--- src/rtl/abw_pkg.sv ---
package abw_pkg;

  localparam int ABW_ADDR_W = 16;
  localparam int ABW_DATA_W = 16;
  localparam int ABW_LANE_W = ABW_DATA_W / 2;

  typedef enum logic [1:0] {
    KIND_FETCH = 2'd0,
    KIND_READ  = 2'd1,
    KIND_WRITE = 2'd2,
    KIND_RSVD  = 2'd3
  } bus_kind_e;

  typedef enum logic [1:0] {
    WATCH_EXEC  = 2'd0,
    WATCH_READ  = 2'd1,
    WATCH_WRITE = 2'd2,
    WATCH_RW    = 2'd3
  } watch_e;

  typedef enum logic [1:0] {
    LANE_UPPER = 2'd0,
    LANE_LOWER = 2'd1,
    LANE_BOTH  = 2'd2
  } lane_e;

  localparam logic [2:0] SEL_ADDR_HI = 3'd0;
  localparam logic [2:0] SEL_ADDR_LO = 3'd1;
  localparam logic [2:0] SEL_DATA_HI = 3'd2;
  localparam logic [2:0] SEL_DATA_LO = 3'd3;
  localparam logic [2:0] SEL_CTRL    = 3'd4;
  localparam logic [2:0] SEL_STATUS  = 3'd5;

  // Lane used by an access: 8-bit regions always use the upper lane.
  function automatic lane_e pick_lane(logic word, logic narrow, logic addr0);
    if (narrow)     return LANE_UPPER;
    else if (word)  return LANE_BOTH;
    else if (addr0) return LANE_LOWER;
    else            return LANE_UPPER;
  endfunction

  function automatic logic kind_hits(watch_e mode, logic [1:0] kind);
    case (mode)
      WATCH_EXEC:  return kind == KIND_FETCH;
      WATCH_READ:  return kind == KIND_READ;
      WATCH_WRITE: return kind == KIND_WRITE;
      default:     return (kind == KIND_READ) || (kind == KIND_WRITE);
    endcase
  endfunction

  function automatic logic data_hits(lane_e lane,
                                     logic [ABW_DATA_W-1:0] bus,
                                     logic [ABW_DATA_W-1:0] ref_val);
    case (lane)
      LANE_BOTH:  return bus == ref_val;
      LANE_LOWER: return bus[ABW_LANE_W-1:0] == ref_val[ABW_LANE_W-1:0];
      default:    return bus[ABW_DATA_W-1:ABW_LANE_W] == ref_val[ABW_LANE_W-1:0];
    endcase
  endfunction

endpackage

--- src/rtl/abw_regs.sv ---
module abw_regs
  import abw_pkg::*;
#(
  parameter int ADDR_W = ABW_ADDR_W,
  parameter int DATA_W = ABW_DATA_W
) (
  input  logic              clk,
  input  logic              rst_n,
  input  logic [2:0]        sel,
  input  logic              wr,
  input  logic [7:0]        wdata,
  input  logic              flag,
  output logic [7:0]        rdata,
  output logic [ADDR_W-1:0] brk_addr,
  output logic [DATA_W-1:0] brk_data,
  output watch_e            mode,
  output logic              dcmp_en,
  output logic              irq_en,
  output logic              status_wr
);

  localparam int ADDR_BYTES = ADDR_W / 8;
  localparam int DATA_BYTES = DATA_W / 8;

  // Address bytes: the high byte sits at the lower select value.
  for (genvar g = 0; g < ADDR_BYTES; g++) begin : g_addr
    localparam logic [2:0] MY_SEL = SEL_ADDR_HI + 3'(ADDR_BYTES - 1 - g);
    always_ff @(posedge clk or negedge rst_n) begin
      if (!rst_n)                   brk_addr[g*8 +: 8] <= 8'hFF;
      else if (wr && sel == MY_SEL) brk_addr[g*8 +: 8] <= wdata;
    end
  end

  for (genvar g = 0; g < DATA_BYTES; g++) begin : g_data
    localparam logic [2:0] MY_SEL = SEL_DATA_HI + 3'(DATA_BYTES - 1 - g);
    always_ff @(posedge clk or negedge rst_n) begin
      if (!rst_n)                   brk_data[g*8 +: 8] <= 8'h00;
      else if (wr && sel == MY_SEL) brk_data[g*8 +: 8] <= wdata;
    end
  end

  always_ff @(posedge clk or negedge rst_n) begin
    if (!rst_n) begin
      mode    <= WATCH_EXEC;
      dcmp_en <= 1'b0;
    end else if (wr && sel == SEL_CTRL) begin
      mode    <= watch_e'(wdata[1:0]);
      dcmp_en <= wdata[2];
    end
  end

  assign status_wr = wr && (sel == SEL_STATUS);

  always_ff @(posedge clk or negedge rst_n) begin
    if (!rst_n)         irq_en <= 1'b0;
    else if (status_wr) irq_en <= wdata[6];
  end

  always_comb begin
    case (sel)
      SEL_ADDR_HI: rdata = brk_addr[ADDR_W-1 -: 8];
      SEL_ADDR_LO: rdata = brk_addr[7:0];
      SEL_DATA_HI: rdata = brk_data[DATA_W-1 -: 8];
      SEL_DATA_LO: rdata = brk_data[7:0];
      SEL_CTRL:    rdata = {5'b0, dcmp_en, mode};
      SEL_STATUS:  rdata = {flag, irq_en, 6'h3F};
      default:     rdata = 8'h00;
    endcase
  end

endmodule

--- src/rtl/abw_match.sv ---
module abw_match
  import abw_pkg::*;
#(
  parameter int ADDR_W = ABW_ADDR_W,
  parameter int DATA_W = ABW_DATA_W
) (
  input  logic              bus_valid,
  input  logic [1:0]        bus_kind,
  input  logic [ADDR_W-1:0] bus_addr,
  input  logic              bus_word,
  input  logic              bus_narrow,
  input  logic [DATA_W-1:0] bus_data,
  input  logic [ADDR_W-1:0] brk_addr,
  input  logic [DATA_W-1:0] brk_data,
  input  watch_e            mode,
  input  logic              dcmp_en,
  output lane_e             lane,
  output logic              hit
);

  logic kind_ok, addr_ok, data_ok, data_needed;

  assign lane        = pick_lane(bus_word, bus_narrow, bus_addr[0]);
  assign kind_ok     = kind_hits(mode, bus_kind);
  assign addr_ok     = bus_addr == brk_addr;
  assign data_needed = dcmp_en && (mode != WATCH_EXEC);
  assign data_ok     = !data_needed || data_hits(lane, bus_data, brk_data);
  assign hit         = bus_valid && kind_ok && addr_ok && data_ok;

endmodule

--- src/rtl/abw_flag.sv ---
module abw_flag (
  input  logic clk,
  input  logic rst_n,
  input  logic hit,
  input  logic status_rd,
  input  logic status_wr,
  input  logic wbit7,
  output logic flag,
  output logic seen,
  output logic clr_evt
);

  assign clr_evt = status_wr && !wbit7 && seen;

  // A match wins over a clear in the same cycle.
  always_ff @(posedge clk or negedge rst_n) begin
    if (!rst_n)       flag <= 1'b0;
    else if (hit)     flag <= 1'b1;
    else if (clr_evt) flag <= 1'b0;
  end

  always_ff @(posedge clk or negedge rst_n) begin
    if (!rst_n)                 seen <= 1'b0;
    else if (clr_evt)           seen <= 1'b0;
    else if (status_rd && flag) seen <= 1'b1;
  end

endmodule

--- src/rtl/addr_watch_unit.sv ---
module addr_watch_unit
  import abw_pkg::*;
#(
  parameter int ADDR_W = ABW_ADDR_W,
  parameter int DATA_W = ABW_DATA_W
) (
  input  logic              clk,
  input  logic              rst_n,
  input  logic [2:0]        reg_sel,
  input  logic              reg_wr,
  input  logic              reg_rd,
  input  logic [7:0]        reg_wdata,
  output logic [7:0]        reg_rdata,
  input  logic              bus_valid,
  input  logic [1:0]        bus_kind,
  input  logic [ADDR_W-1:0] bus_addr,
  input  logic              bus_word,
  input  logic              bus_narrow,
  input  logic [DATA_W-1:0] bus_data,
  output logic              irq
);

  logic [ADDR_W-1:0] brk_addr;
  logic [DATA_W-1:0] brk_data;
  watch_e            mode;
  logic              dcmp_en, irq_en, status_wr, status_rd;
  logic              hit, flag, seen, clr_evt;
  lane_e             lane;

  assign status_rd = reg_rd && (reg_sel == SEL_STATUS);

  abw_regs #(.ADDR_W(ADDR_W), .DATA_W(DATA_W)) regs_i (
    .clk(clk), .rst_n(rst_n), .sel(reg_sel), .wr(reg_wr), .wdata(reg_wdata),
    .flag(flag), .rdata(reg_rdata), .brk_addr(brk_addr), .brk_data(brk_data),
    .mode(mode), .dcmp_en(dcmp_en), .irq_en(irq_en), .status_wr(status_wr)
  );

  abw_match #(.ADDR_W(ADDR_W), .DATA_W(DATA_W)) match_i (
    .bus_valid(bus_valid), .bus_kind(bus_kind), .bus_addr(bus_addr),
    .bus_word(bus_word), .bus_narrow(bus_narrow), .bus_data(bus_data),
    .brk_addr(brk_addr), .brk_data(brk_data), .mode(mode), .dcmp_en(dcmp_en),
    .lane(lane), .hit(hit)
  );

  abw_flag flag_i (
    .clk(clk), .rst_n(rst_n), .hit(hit), .status_rd(status_rd),
    .status_wr(status_wr), .wbit7(reg_wdata[7]), .flag(flag), .seen(seen),
    .clr_evt(clr_evt)
  );

  assign irq = flag && irq_en;

endmodule

--- config.mk ---
export PLATFORM = sky130hd
export DESIGN_NAME = addr_watch_unit
export DESIGN_NICKNAME = d
export VERILOG_FILES = /design/src/rtl/abw_pkg.sv /design/src/rtl/abw_regs.sv /design/src/rtl/abw_match.sv /design/src/rtl/abw_flag.sv /design/src/rtl/addr_watch_unit.sv
export SDC_FILE = /design/constraint.sdc
export NUM_CORES = 1
export LEC_CHECK = 0
export ABC_AREA = 1
export ABC_CLOCK_PERIOD_IN_PS = 1900
export BUFFER_PORTS_ARGS = -buffer_cell sky130_fd_sc_hd__buf_2
export CAP_MARGIN = 10
export CORE_ASPECT_RATIO = 0.9
export CORE_MARGIN = 8
export CORE_UTILIZATION = 58
export DETAILED_ROUTE_END_ITERATION = 12
export PLACE_DENSITY_LB_ADDON = 0.08
export SLEW_MARGIN = 15
export SYNTH_ARGS = -nofsm -noshare
export SYNTH_HDL_FRONTEND = slang
export SYNTH_SLANG_ARGS = --single-unit
--- constraint.sdc ---
create_clock -name clk -period 1.9 [get_ports clk]
set_input_delay 0.38 -clock clk [delete_from_list [all_inputs] [get_ports clk]]
set_output_delay 0.38 -clock clk [all_outputs]
set_load 0.05 [all_outputs]
==> reports/results.txt, run 1 <==
status: complete, no violations
synth top area cells: dfrtp_1 21%, nand2_1 16%, dfstp_2 16%, inv_1 7.5%, o21ai_0 5.5%
Horiz. Die Dim: 87.10 um
via count: 2596
Syn. warnings: 0
Post-synth top flop: dfrtp_1
CP endpoint kind: output pin
fin nets: 486
Post-synth top cells: 113 x nand2_1, 53 x inv_1, 29 x o21ai_0
Max VDD drop: 0.6136 mV
core area: 4403 sq um
max_cap viols: 0
startpoint types: primary input
EDFF count, synth: 0
Post-Syn Instances: 364
chip height: 79.99 um
total power: 0.002676 W
CP arrival: 1.48 ns
RSZ-0062 raised after global routing: yes
Slowest cell on crit path: a221oi_2
Avg Synthesized Cell Area: 7.249 sq um
Final setup viols: 0
Critical Path RT: 1.52 ns
Least-Margin Pin Slew: 0.4193 ns
CP delay by family, top: buffers and inverters
# H-tree levels: 2
Design Area, Final: 3144 sq um
# port buffers: 60
sequential area share after synthesis: 36.79%
leakage: 1.649 nW
Rows: 23
die area: 6967 sq um
GR Util All Layers: 22.26%
Fill cells: 388
dominant cell by count in the synthesized netlist: nand2_1
CTS tree: built
Placer Congestion: 0.9389
Hold Path Class: primary input to asynchronous set/reset pin
WS Path Type: primary input to output pin
Initial Util: 59.93%
worst path cell trace: buf_2 -> inv_1 -> nor2_1 -> nand2_1 -> inv_2 -> a221oi_2 -> o221ai_1 -> buf_4
CTS clock-pin slew for the worst setup and hold paths: 0.08 ns
post-CTS setup buffer count: 0
dpl hpwl: 6.166 mm
fmax: 538.6 MHz
Vias/cell: 5.255
Slew Limit Fails: 0
worst skew pair latency: 0.29 ns
DRC: 0
root buffer cell: clkbuf_8
clock tree sinks: 38
Inst Count DP: 486
fin util: 71.41%
placed cell area: 2998 sq um
Top Ports: 61
drt wl/cell: 15.21 um
1st-iter DRT viols: 131
Inserted Clock Buffers: 5
minimum clock period: 1.857 ns
Yosys reg bits: 38
fraction of registers with async set/reset: 100.0%
Post-Syn Nets: 419
Multi-input gate area: 1399 sq um
largest area contributor in the netlist: dfrtp_1
CP max FO: 6
antenna viol nets, final: 0
gr ovfl total: 0
Pwr per Cell Area: 850.9 nW/um^2
drt pass-1 iters: 4
R2R Setup Slk: 0.32 ns
share of cells above drive strength 1: 27.78%
Sequential Area: 970.9 sq um
WHS: 0.007078 ns
post-synthesis cell type count: 31
Max-slew headroom: 71.95%
synthesis-to-finish area growth: 19.16%
CTS max path bufs: 2
worst clock skew: 0.008893 ns
Antenna diodes: 0
top cell type's share of synthesized area: 20.86%
worst path bufs/invs: 4
first-pass GRT wire length: 12.02 mm
initial antenna violation count: 0
vias in the first global route: 2499
final WL: 7.516 mm
worst stage delay on the critical path: 0.27 ns
Final period util: 97.72%
Non-Filler Instances: 494
final hold vios: 0
Synth Cell Area: 2639 sq um
largest net degree at the start of global routing: 20
[worst register-to-register path, stage by stage, from the launching register on]
cell     delay [ns]
dfstp_2        0.55
inv_1          0.06
nand2_1        0.05
nand2_1        0.05
nor3_1         0.24
nand4_1        0.15
nor2_1         0.11
nand2_1        0.10
nor2_1         0.11
nand2_1        0.06
nand2_1        0.05
[sequential cells by signal, summed over array words and instances, names as in the netlist]
name,cells
regs_i.irq_en,1
regs_i.brk_addr,16
regs_i.dcmp_en,1
regs_i.brk_data,16
regs_i.mode,2
flag_i.seen,1
flag_i.flag,1
[per-layer routing]
metal / track usage, % / up-vias / wire length (um)
li1: - / 1316 / -
met1: 27.89 / 1178 / 3262
met2: 38.87 / 96 / 3619
met3: 4.527 / 6 / 579
met4: 3.774 / 0 / 55
met5: 0 / - / 0
[report_power, final]
| part | switching [W] | internal, W | total, W |
|---|---|---|---|
| Combinational | 0.000471 | 0.000319 | 0.000789 |
| Sequential | 0.000191 | 0.00101 | 0.00120 |
| Clock | 0.000297 | 0.000390 | 0.000687 |
| Total | 0.000959 | 0.00172 | 0.00268 |
[cells by family (layout without fill, tap and decap cells)]
kind of cell | after synthesis | after routing | share of synthesized area [%]
fa+ha+maj | 3 | 3 | 1.423
compound gates | 62 | 62 | 15.13
flops | 38 | 38 | 36.79
xor+xnor | 17 | 17 | 5.642
simple gates | 179 | 179 | 30.35
buf+inv | 65 | 133 | 10.67
[worst paths after layout]
path                                                startpoint                             end  depth (start not counted)
worst max-delay path                                reg_sel[1]                    reg_rdata[3]                          8
worst min-delay path                                     rst_n  regs_i.brk_data[9]$_DFFE_PN0P_                          1
worst max register to register  regs_i.brk_addr[1]$_DFFE_PN1P_         flag_i.flag$_DFFE_PN0P_                         10
worst min register to register  regs_i.brk_addr[3]$_DFFE_PN1P_  regs_i.brk_addr[3]$_DFFE_PN1P_                          2
max in group asynchronous                                rst_n  regs_i.brk_addr[7]$_DFFE_PN1P_                          2
min in group clk                                  reg_wdata[4]  regs_i.brk_addr[4]$_DFFE_PN1P_                          3
[area by class of cell]
| class | count | area share [%] |
|---|---|---|
| clock buffers | 5 | 2.189 |
| repair buffers | 65 | 11.38 |
| inverters | 60 | 7.163 |
| well taps | 62 | 2.467 |
| flip-flops and latches | 38 | 30.88 |
| clock inverters | 3 | 1.433 |
| multi-input cells | 261 | 44.49 |
[placed cells by master, fill, tap and decap left out, drive strengths merged, types with 3 or more instances in the layout]
master  count
a22oi       6
o22ai       3
nor2       23
o21ai      39
ha          3
buf        63
xnor2      12
a21oi       3
xor2        5
dfstp      16
nor3        3
or2         4
nand2     118
a221oi      4
nand4      11
clkbuf      7
nand3      20
dfrtp      22
inv        60
[stage by stage]
stage	TNS, ns	worst slack, ns
2_1_floorplan	-0.3276	-0.1158
5_1_grt	-0.06622	-0.03324
3_3_place_gp	-0.02184	-0.02184
3_5_place_dp	-0.03061	-0.03061
4_1_cts	0	0.02077
6_report	0	0.04328
[what timing repair did]
item / 4_1_cts / 5_1_grt
hold endpoints to repair: 0 / 0
pin swaps: 0 / 0
endpoints found under the setup margin: 1 / 8
resized for setup: 2 / 13
hold buffers: 0 / 0
Power figures use the tool's default switching activity.
==> run 2: changes to the inputs <==
Settings changed: CELL_PAD_IN_SITES_DETAIL_PLACEMENT set to 0, CELL_PAD_IN_SITES_GLOBAL_PLACEMENT set to 2, CORE_UTILIZATION 58 to 32, GPL_TIMING_DRIVEN set to 0.
==> reports/results.txt, run 2 (synthesized netlist as in run 1, its figures left out) <==
status: complete, no violations
Max-slew headroom: 40.95%
max_cap viols: 0
most frequent cells in the layout: 111 x nand2_1, 51 x inv_1, 51 x buf_2
CTS max path bufs: 2
clock tree sinks: 38
metal2 WL: 3.645 mm
Multi-input gate area: 1421 sq um
core area: 8029 sq um
Top Layer Used: met4
minimum clock period: 1.848 ns
drt pass-1 iters: 4
die area: 11410 sq um
share of cells above drive strength 1: 29.33%
Slowest cell on crit path: a221oi_2
drt wl/cell: 15.92 um
Fill cells: 886
chip height: 102.2 um
Antenna diodes: 0
final WL: 8.470 mm
Rows: 31
# hold bufs at CTS: 0
CP max FO: 6
Sequential Area: 970.9 sq um
placed cell area: 3058 sq um
Initial Util: 32.87%
leading cell type in the layout, fill and taps excluded: nand2_1
Placer Congestion: 0.7689
RSZ-0062 raised after global routing: yes
Horiz. Die Dim: 111.7 um
final hold vios: 0
root buffer cell: clkbuf_8
worst skew pair latency: 0.30 ns
Slew Limit Fails: 0
Design Area, Final: 3254 sq um
Final setup viols: 0
Top Registers: regs_i.brk_addr: 16 flops, regs_i.brk_data: 16 flops, regs_i.mode: 2 flops
CP delay by family, top: buffers and inverters
via count: 2533
# H-tree levels: 2
CTS clock-pin slew for the worst setup and hold paths: 0.08 ns
synthesis-to-finish area growth: 23.33%
Critical Path RT: 1.52 ns
Final period util: 97.24%
gr ovfl total: 0
1st-iter DRT viols: 131
worst stage delay on the critical path: 0.31 ns
GR Util All Layers: 15.26%
worst clock skew: 0.01058 ns
leakage: 1.676 nW
DRC: 0
CP endpoint kind: output pin
startpoint types: primary input
Top Ports: 61
final setup TNS: 0 ns
Inserted Clock Buffers: 5
metal1 wirelength: 4.458 mm
# port buffers: 59
worst path bufs/invs: 4
Max VDD drop: 0.5407 mV
Least-Margin Pin Slew: 0.8857 ns
first-pass GRT wire length: 13.47 mm
Vias/cell: 4.761
Pwr per Cell Area: 821.8 nW/um^2
CTS tree: built
metal3 WL: 327 um
worst path cell trace: buf_2 -> inv_1 -> nor2_1 -> nand2_2 -> inv_4 -> a221oi_2 -> o221ai_2 -> buf_4
initial antenna violation count: 0
Hold Path Class: primary input to asynchronous set/reset pin
fmax: 541.3 MHz
vias in the first global route: 2509
largest net degree at the start of global routing: 39
fin nets: 487
WS Path Type: primary input to output pin
CP arrival: 1.47 ns
dpl hpwl: 6.754 mm
antenna viol nets, final: 0
==> run 2: changes by cell type in the layout (fill, tap and decap cells not counted), moves of 2 or more <==
| cell | delta |
|---|---|
| buf_6 | +5 |
| buf_4 | -2 |
| clkbuf_4 | -2 |
| clkinv_2 | +2 |
| clkinvlp_4 | -2 |
| inv_1 | -2 |
| inv_4 | +2 |
| nand2_1 | -2 |
| nand2_2 | +2 |
==> run 2: final cells by class <==
type / count / share of cell area (%)
multi-input cells: 261 / 43.68
flip-flops and latches: 38 / 29.83
repair buffers: 61 / 10.53
inverters: 60 / 7.074
well taps: 99 / 3.806
clock buffers: 5 / 2.115
plain buffers: 5 / 1.730
clock inverters: 3 / 1.230
==> run 2: stage by stage <==
step           setup WS, ns  power [W]  utilization, %  hold WS (ns)  std cells
2_1_floorplan       -0.1158   0.001690               -       0.08441        364
3_5_place_dp        -0.1682   0.001971           38.09        0.4754        522
5_1_grt            -0.02934   0.002849           40.53        0.2720        532
4_1_cts            0.005952   0.002683           39.93        0.2423        531
3_3_place_gp        -0.1792   0.001961           38.09        0.4699        522
6_report            0.05248   0.002675           40.53        0.2105        532
==> run 2: path summary, 6_finish.rpt <==
kind	startpoint	endpoint	slack, ns	cells past startpoint
max	reg_sel[1]	reg_rdata[3]	0.05	8
min	rst_n	regs_i.brk_data[15]$_DFFE_PN0P_	0.21	1
max reg2reg	regs_i.brk_addr[1]$_DFFE_PN1P_	flag_i.flag$_DFFE_PN0P_	0.34	10
min reg2reg	regs_i.brk_addr[3]$_DFFE_PN1P_	regs_i.brk_addr[3]$_DFFE_PN1P_	0.49	2
max in group asynchronous	rst_n	regs_i.mode[0]$_DFFE_PN0P_	1.14	1
min in group clk	reg_rd	flag_i.seen$_DFFE_PN0P_	0.35	3
==> run 2: power breakdown <==
| group | switching [W] | total [W] | internal [W] | leakage, nW |
|---|---|---|---|---|
| clock network | 0.000303 | 0.000690 | 0.000387 | 0.0579 |
| registers | 0.000172 | 0.00118 | 0.00101 | 0.445 |
| logic | 0.000482 | 0.000805 | 0.000324 | 1.17 |
| total | 0.000957 | 0.00267 | 0.00172 | 1.68 |
==> run 2: repair_timing <==
item,4_1_cts,5_1_grt
buffers inserted,1,1
pin swaps,1,3
resized for setup,10,10
setup endpoints to repair,8,8
==> run 2: per-layer routing <==
layer | vias to the layer above | global-route usage (%)
li1 | 1316 | -
met1 | 1158 | 22.21
met2 | 53 | 22.98
met3 | 6 | 3.071
met4 | 0 | 2.518
met5 | - | 0
==> run 3: changes to the inputs <==
Settings changed: ABC_AREA 1 to unset, CORE_UTILIZATION 32 to 37.
==> reports/results.txt, run 3 <==
dominant cell by count in the synthesized netlist: mux2_2
minimum clock period: 1.846 ns
vias in the first global route: 2007
Antenna diodes: 0
post-synthesis cell type count: 43
CTS clock-pin slew for the worst setup and hold paths: 0.08 ns
Critical Path RT: 1.52 ns
clock tree sinks: 38
Avg Synthesized Cell Area: 11.28 sq um
Horiz. Die Dim: 102.3 um
Post-Syn Nets: 275
top cell type's share of synthesized area: 22.18%
initial antenna violation count: 0
Inserted Clock Buffers: 5
fmax: 541.8 MHz
R2R Setup Slk: 0.14 ns
dpl hpwl: 5.393 mm
worst clock skew: 0.007055 ns
antenna viol nets, final: 0
first-pass GRT wire length: 10.94 mm
die area: 9590 sq um
Least-Margin Pin Slew: 0.8300 ns
largest area contributor in the netlist: dfrtp_1
final WL: 6.701 mm
clock share of power: 27.3%
most frequent cells in the layout: 52 x buf_2, 37 x mux2_2, 21 x dfrtp_1
max_cap viols: 0
Internal: 0.002039 W
Max-slew headroom: 44.67%
WHS: 0.1940 ns
largest net degree at the start of global routing: 39
fraction of registers with async set/reset: 100.0%
Final setup viols: 0
CP max FO: 13
switch share: 31.13%
chip height: 93.71 um
Rows: 28
Synth Cell Area: 2482 sq um
Top Ports: 61
final hold vios: 0
Initial Util: 37.89%
DRC: 0
Post-Syn Instances: 220
startpoint types: primary input
synth top area cells: dfrtp_1 22%, mux2_2 17%, dfstp_2 17%, xnor2_1 6.4%, xor2_1 5.6%
Non-Filler Instances: 380
Top Registers: regs_i.brk_addr: 16 flops, regs_i.brk_data: 16 flops, regs_i.mode: 2 flops
GR Util All Layers: 14.91%
Switching Power: 0.0009219 W
Pwr per Cell Area: 942.1 nW/um^2
Inst Count DP: 370
dpl ws: -0.3357 ns
sequential area share after synthesis: 39.11%
via count: 1921
worst skew pair latency: 0.29 ns
root buffer cell: clkbuf_8
CP startpoint: reg_sel[2]
EDFF count, synth: 0
# port buffers: 60
Worst setup endpoint: reg_rdata[4]
CTS max path bufs: 2
share of cells above drive strength 1: 50.69%
# H-tree levels: 2
Slew Limit Fails: 0
Hold Path Class: primary input to asynchronous set/reset pin
Fill cells: 643
Combinational Power Share: 31.3%
reg2reg start: regs_i.brk_addr[11]$_DFFE_PN1P_
gr ovfl total: 0
Placer Congestion: 0.7881
drt wl/cell: 17.63 um
Vias/cell: 5.055
CP endpoint kind: output pin
leakage: 1.350 nW
WS Path Type: primary input to output pin
Yosys reg bits: 38
RSZ-0062 raised after global routing: yes
Post-synth top cells: 38 x mux2_2, 22 x dfrtp_1, 18 x xnor2_1
Post-synth top flop: dfrtp_1
Sequential Area: 972.2 sq um
CP arrival: 1.47 ns
Multi-input gate area: 1493 sq um
core area: 6551 sq um
Max VDD drop: 0.4405 mV
drt pass-1 iters: 4
synthesis-to-finish area growth: 26.61%
worst flop-to-flop path endpoint: flag_i.flag$_DFFE_PN0P_
Final Worst Setup Slack: 0.05425 ns
# hold bufs at CTS: 0
leading cell type in the layout, fill and taps excluded: buf_2
Syn. warnings: 0
Final period util: 97.14%
CTS tree: built
R2R cell count: 5
status: complete, no violations
1st-iter DRT viols: 101
Seq pwr share: 41.4%
fin nets: 344
[run 3: changes by cell type after synthesis, moves of 8 or more]
| cell | previous run | this run |
|---|---|---|
| nand3_1 | 19 | 2 |
| o21ai_0 | 29 | 6 |
| inv_1 | 53 | 7 |
| mux2_2 | 0 | 38 |
| mux2i_1 | 0 | 11 |
| nand2_1 | 113 | 5 |
| o21ai_2 | 8 | 0 |
| nor2_1 | 20 | 6 |
| xor2_1 | 5 | 16 |
[run 3: layer usage]
metal  wire length [um]  track usage [%]  vias up
met5                  0                0        -
met4                 99            4.274        0
met3                332            3.704        8
met2               2966            21.90       45
met1               3303            20.96      925
li1                   -                -      943
[run 3: final cells by class]
class,instances,area share (%)
clock buffers,5,2.189
plain buffers,5,1.035
multi-input cells,167,47.49
clock inverters,3,2.030
well taps,90,3.583
repair buffers,65,11.90
flip-flops and latches,38,30.93
inverters,7,0.8360
[run 3: worst min path at each step]
stage                                     endpoint  depth (start not counted)               startpoint
floorplan                  flag_i.flag$_DFFE_PN0P_                          0                    rst_n
CTS                 regs_i.brk_data[8]$_DFFE_PN0P_                          1                    rst_n
finish                  regs_i.mode[1]$_DFFE_PN0P_                          1                    rst_n
detailed placement         flag_i.seen$_DFFE_PN0P_                          1  flag_i.seen$_DFFE_PN0P_
global route            regs_i.mode[1]$_DFFE_PN0P_                          1                    rst_n
global placement           flag_i.seen$_DFFE_PN0P_                          1  flag_i.seen$_DFFE_PN0P_
[run 3: timing repair]
action / in CTS / in global routing
setup buffers: 3 / 2
pin swaps: 0 / 3
endpoints found under the setup margin: 9 / 8
gates resized for setup: 15 / 16
[run 3: per-stage QoR]
step                      instance area [sq um]  total power [W]  utilization, %   TNS, ns
final                                      3143         0.002961           47.98         0
after global routing                       3143         0.003139           47.98  -0.01242
after CTS                                  3080         0.002941           47.02         0
after detailed placement                   2910         0.002088           44.42    -1.994
after global placement                     2910         0.002076           44.42    -1.989
after floorplan                            2497         0.001800               -    -1.007
[run 3: critical path, cell delays in order]
cell and delay (ns):
clkbuf_4 0.20, clkbuf_4 0.23, nand2b_1 0.20, o22ai_1 0.22
buf_4 0.23
[run 3: kinds of logic after synthesis]
group,count (synthesis),share of synthesized area (%)
multiplexers,52,24.09
adder cells (fa/ha/maj),3,1.512
flip-flops,38,39.11
AO/OA/AOI/OAI,34,9.174
XOR/XNOR,34,12.00
AND/OR/NAND/NOR,44,11.54
buffers and inverters,15,2.571
[run 3: power groups by stage]
stage | clock, W | combinational (W) | sequential, W
2_1_floorplan | 0 | 0.000622 | 0.00118
3_3_place_gp | 0 | 0.000828 | 0.00125
3_5_place_dp | 0 | 0.000835 | 0.00125
4_1_cts | 0.000824 | 0.000889 | 0.00123
5_1_grt | 0.000869 | 0.00101 | 0.00126
6_report | 0.000808 | 0.000926 | 0.00123
